$ cat src/rtl/wpot_pkg.sv
package wpot_pkg;

    typedef enum logic {
        WP_RUN = 1'b0,
        WP_OFF = 1'b1
    } wp_mode_e;

    function automatic int unsigned wp_mid(input int unsigned w);
        return 32'd1 << (w - 1);
    endfunction

endpackage

$ cat src/rtl/wpot_next.sv
module wpot_next
    import wpot_pkg::*;
#(
    parameter int CODE_W = 8
) (
    input  logic [CODE_W-1:0] code_q,
    input  wp_mode_e          mode_q,
    input  logic              wr_en,
    input  logic [CODE_W-1:0] wr_code,
    input  logic              wr_mid,
    input  logic              wr_off,
    output logic [CODE_W-1:0] code_d,
    output wp_mode_e          mode_d
);
    localparam logic [CODE_W-1:0] MID = CODE_W'(wp_mid(CODE_W));

    always_comb begin
        code_d = code_q;
        mode_d = mode_q;
        if (wr_en) begin
            // mid-scale flag wins over the data byte
            code_d = wr_mid ? MID : wr_code;
            mode_d = wr_off ? WP_OFF : WP_RUN;
        end
    end
endmodule

$ cat src/rtl/wpot_decode.sv
module wpot_decode
    import wpot_pkg::*;
#(
    parameter int CODE_W = 8
) (
    input  logic [CODE_W-1:0]      code,
    input  wp_mode_e               mode,
    output logic [(1<<CODE_W)-1:0] tap,
    output logic                   a_open,
    output logic                   wb_short
);
    localparam int TAPS = 1 << CODE_W;

    logic run;
    assign run      = (mode == WP_RUN);
    assign a_open   = ~run;
    assign wb_short = ~run;

    for (genvar i = 0; i < TAPS; i++) begin : g_tap
        assign tap[i] = run && (code == CODE_W'(i));
    end
endmodule

$ cat src/rtl/wiper_ctrl.sv
module wiper_ctrl
    import wpot_pkg::*;
#(
    parameter int CODE_W = 8
) (
    input  logic                     clk,
    input  logic                     rst_n,
    input  logic                     wr_en,
    input  logic [CODE_W-1:0]        wr_code,
    input  logic                     wr_mid,
    input  logic                     wr_off,
    output logic [(1<<CODE_W)-1:0]   tap_sel,
    output logic                     a_open,
    output logic                     wb_short,
    output logic [CODE_W-1:0]        code_rd
);
    localparam int                TAPS = 1 << CODE_W;
    localparam logic [CODE_W-1:0] MID  = CODE_W'(wp_mid(CODE_W));

    typedef struct packed {
        wp_mode_e          mode;
        logic [CODE_W-1:0] code;
        logic [TAPS-1:0]   tap;
        logic              a_open;
        logic              wb_short;
    } wp_state_t;

    wp_state_t st_d, st_q;

    logic [CODE_W-1:0] code_n;
    wp_mode_e          mode_n;
    logic [TAPS-1:0]   tap_n;
    logic              a_open_n, wb_short_n;

    wpot_next #(.CODE_W(CODE_W)) u_next (
        .code_q  (st_q.code),
        .mode_q  (st_q.mode),
        .wr_en   (wr_en),
        .wr_code (wr_code),
        .wr_mid  (wr_mid),
        .wr_off  (wr_off),
        .code_d  (code_n),
        .mode_d  (mode_n)
    );

    // decode from next state so the switch controls move with the register
    wpot_decode #(.CODE_W(CODE_W)) u_dec (
        .code     (code_n),
        .mode     (mode_n),
        .tap      (tap_n),
        .a_open   (a_open_n),
        .wb_short (wb_short_n)
    );

    always_comb begin
        st_d          = st_q;
        st_d.mode     = mode_n;
        st_d.code     = code_n;
        st_d.tap      = tap_n;
        st_d.a_open   = a_open_n;
        st_d.wb_short = wb_short_n;
    end

    always_ff @(posedge clk or negedge rst_n) begin
        if (!rst_n) begin
            st_q.mode     <= WP_RUN;
            st_q.code     <= MID;
            st_q.tap      <= TAPS'(1) << MID;
            st_q.a_open   <= 1'b0;
            st_q.wb_short <= 1'b0;
        end else begin
            st_q <= st_d;
        end
    end

    assign tap_sel  = st_q.tap;
    assign a_open   = st_q.a_open;
    assign wb_short = st_q.wb_short;
    assign code_rd  = st_q.code;
endmodule

$ cat config.mk
export PLATFORM = sky130hd
export DESIGN_NAME = wiper_ctrl
export DESIGN_NICKNAME = d
export VERILOG_FILES = /design/src/rtl/wpot_pkg.sv /design/src/rtl/wpot_next.sv /design/src/rtl/wpot_decode.sv /design/src/rtl/wiper_ctrl.sv
export SDC_FILE = /design/constraint.sdc
export NUM_CORES = 1
export LEC_CHECK = 0
export ABC_AREA = 1
export BUFFER_PORTS_ARGS = -buffer_cell sky130_fd_sc_hd__buf_2
export CAP_MARGIN = 10
export CORE_MARGIN = 1.5
export CORE_UTILIZATION = 30
export CTS_CLUSTER_DIAMETER = 100
export DETAILED_ROUTE_END_ITERATION = 7
export PLACE_DENSITY_LB_ADDON = 0.12
export SETUP_SLACK_MARGIN = 0.5
export SYNTH_ARGS = -nofsm -noshare
export SYNTH_HDL_FRONTEND = slang
export SYNTH_SLANG_ARGS = --single-unit
$ cat constraint.sdc
create_clock -name clk -period 1.8 [get_ports clk]
set_input_delay 0.54 -clock clk [delete_from_list [all_inputs] [get_ports clk]]
set_output_delay 0.54 -clock clk [all_outputs]
set_load 0.02 [all_outputs]
==> results_dict.tcl <==
set metrics [dict create \
    status "finished, final reports clean" \
    period_needed_ns 1.733 \
    antenna_found_initial 0 \
    total_power_uw 13530 \
    fill_cells 2436 \
    ys_ff_latch 265 \
    path_class "register to primary output" \
    p_comb_share_pct 14.5 \
    place_ws_ns -0.2101 \
    tightest_slew_ns 0.3545 \
    setup_tns_ns 0 \
    fin_util_pct 56.44 \
    synth_top_family_by_area "simple AND/OR/NAND/NOR gates" \
    cts_buffers 28 \
    r2r_cells 9 \
    crit_start "code_rd[7]" \
    cts_root_buffer "clkbuf_16" \
    die_w_um 176.4 \
    layout.area.seq_um2 6635 \
    fin_crit_sh_pct 96.28 \
    setup_viol 0 \
    p_leak_uw 0.007563 \
    end_kind "primary output" \
    final_common_cell "buf_6" \
    grt_max_degree 61 \
    h-tree-depth 1 \
    firstDrtPassIters 4 \
    slowest_stage "dfstp_2" \
    grt_pass1_wl_um 46020 \
    critPathArrivalTime_ns 1.19 \
    wire_per_inst_um 22.10 \
    diodes 0 \
    die_y_um 176.4 \
    cp_num_cells 1 \
    cts.sinks 265 \
    clock_power_share_pct 40.8 \
    yosys.area_share.simple_pct 21.84 \
    seqPwrFrac_pct 44.7 \
    crit_buf_inv 1 \
    num_vias 6480 \
    hpwl_um 18190 \
    area_delta_synth_final_pct 85.50 \
    io_buffer_count 278 \
    ir_worst_vdd_mv 0.6273 \
    viasPerCell 4.343 \
    final_cell_mix "buf_6, dfrtp_1, nor2_4" \
    io_pins 279 \
    core_um2 29640 \
    maxCapViolCount 0 \
    tritoncts "done" \
    report.final.slew_viol_count 0 \
    worstPathCellList "buf_6" \
    routed_wl_um 32970 \
    reg2reg_setup_slack_ns 0.14 \
    drc_errors 0 \
    fmax_ghz 0.5770 \
    grt_pass1_vias 6643 \
    max_stage_delay_ns 0.55 \
    drive_gt1_share_pct 69.87 \
    synth_mux_area_share_pct 0 \
    start_util_pct 30.42 \
    rr_startpoint "code_rd[1]" \
    path_delay_family "flip-flops" \
    globalRouteTotalUtil_pct 20.25 \
    ys_types 25 \
    p_sw_uw 3478 \
    multi_input_area_um2 3772 \
    power.density_nw_per_um2 808.9 \
    clk_latency_ns 0.53 \
    rows 63 \
    place_congestion 0.7265 \
    drtIter0Drc 293 \
    synth-compound-area-share_pct 0.5550 \
    internal_power_uw 10050 \
    clk_pin_slew_ns 0.07 \
    grt-ovfl-total 0 \
    ys_warn_count 0 \
    synthXorXnorAreaFrac_pct 0 \
    skew_ns 0.02413 \
    cp-endpoint "code_rd[7]" \
    syn_area_um2 9017 \
    antenna_left 0 \
    swShare_pct 25.71 \
    hold_viol 0 \
    critPathMaxFanout 2 \
    startpoint_type "register" \
    syn_nets 689 \
    hold_path.class "primary input to register" \
    syn_avg_cell_area_um2 13.34 \
    r2r_end "tap_sel[78]" \
    layout_setup_ws_ns 0.06695 \
    rsz0062_at_grt "yes" \
    worstPathRequired_ns 1.26 \
    slew_headroom_pct 76.36 \
    seq_area_frac_synth_pct 73.57 \
    die_area_um2 31110 \
    nets 1099 \
    place_area_um2 11410 \
    clockBufferDepth 3 \
    yosys.area_share.adder_pct 0 \
    final_area_um2 16730 \
    synthesis.instances 676 \
]
-- how the worst min path moves through the flow --
stage | start | end | slack, ns | depth (start not counted)
after floorplan | rst_n | code_rd[0] | 0.24 | 0
after global placement | rst_n | tap_sel[123] | 0.46 | 1
after detailed placement | rst_n | tap_sel[123] | 0.46 | 1
after CTS | wr_code[6] | code_rd[6] | 0.33 | 3
after global routing | wr_code[6] | code_rd[6] | 0.34 | 3
final | wr_code[6] | code_rd[6] | 0.35 | 3
-- sequential cells by signal, summed over array words and instances, names as in the netlist --
signal and count:
code_rd 8, st_q 1, tap_sel 256
-- what timing repair did --
item / CTS / global route
pin swaps: 58 / 130
hold buffers: 1 / 0
endpoints found under the hold margin: 30 / 0
resized for setup: 621 / 347
cloned: 18 / 9
setup endpoints to repair: 519 / 522
buffers inserted: 40 / 20
-- synthesized netlist by cell type (all sizes together) --
master  count  area [um2]
a21oi       2       32.53
buf        37       322.8
clkinv      1       5.000
dfrtp     263        6581
dfstp       2       52.55
inv         7       36.28
nand2      65       395.4
nand3      23       280.3
nor2      270        1269
o21ai       2       17.52
or2         4       25.02
-- metal layers --
metal | global-route usage (%) | part of all wire, % | vias up
li1 | - | - | 2924
met1 | 28.52 | 45 | 3323
met2 | 33.32 | 49 | 203
met3 | 3.316 | 4.7 | 30
met4 | 3.531 | 1.2 | 0
met5 | 0 | 0 | -
-- cells by family after synthesis --
| logic type | after synthesis |
|---|---|
| buffers and inverters | 45 |
| and+or+nand+nor | 362 |
| AOI/OAI and AO/OA | 4 |
| DFF | 265 |
-- power by group through the flow --
stage / combinational, uW / sequential (uW) / clock [uW]
after detailed placement: 1070 / 6140 / 0
after global routing: 2080 / 6050 / 5930
after global placement: 1070 / 6150 / 0
after floorplan: 552 / 6200 / 0
final: 1970 / 6050 / 5510
after CTS: 1580 / 6050 / 5650
-- final cells by class --
cell class / count / area share, %
sequential: 265 / 39.67
clock buffer: 41 / 4.907
tap: 390 / 2.917
clock inverter: 5 / 0.3142
inverter: 8 / 0.4039
multi-input combinational: 380 / 22.55
timing repair buffer: 403 / 29.24
-- metrics by stage --
step	hold WS [ns]	instances
floorplan	0.2444	676
global placement	0.4608	1358
detailed placement	0.4584	1358
finish	0.3483	1492
global route	0.3431	1492
CTS	0.3296	1463
No activity file was read; power rests on OpenSTA's default activity.
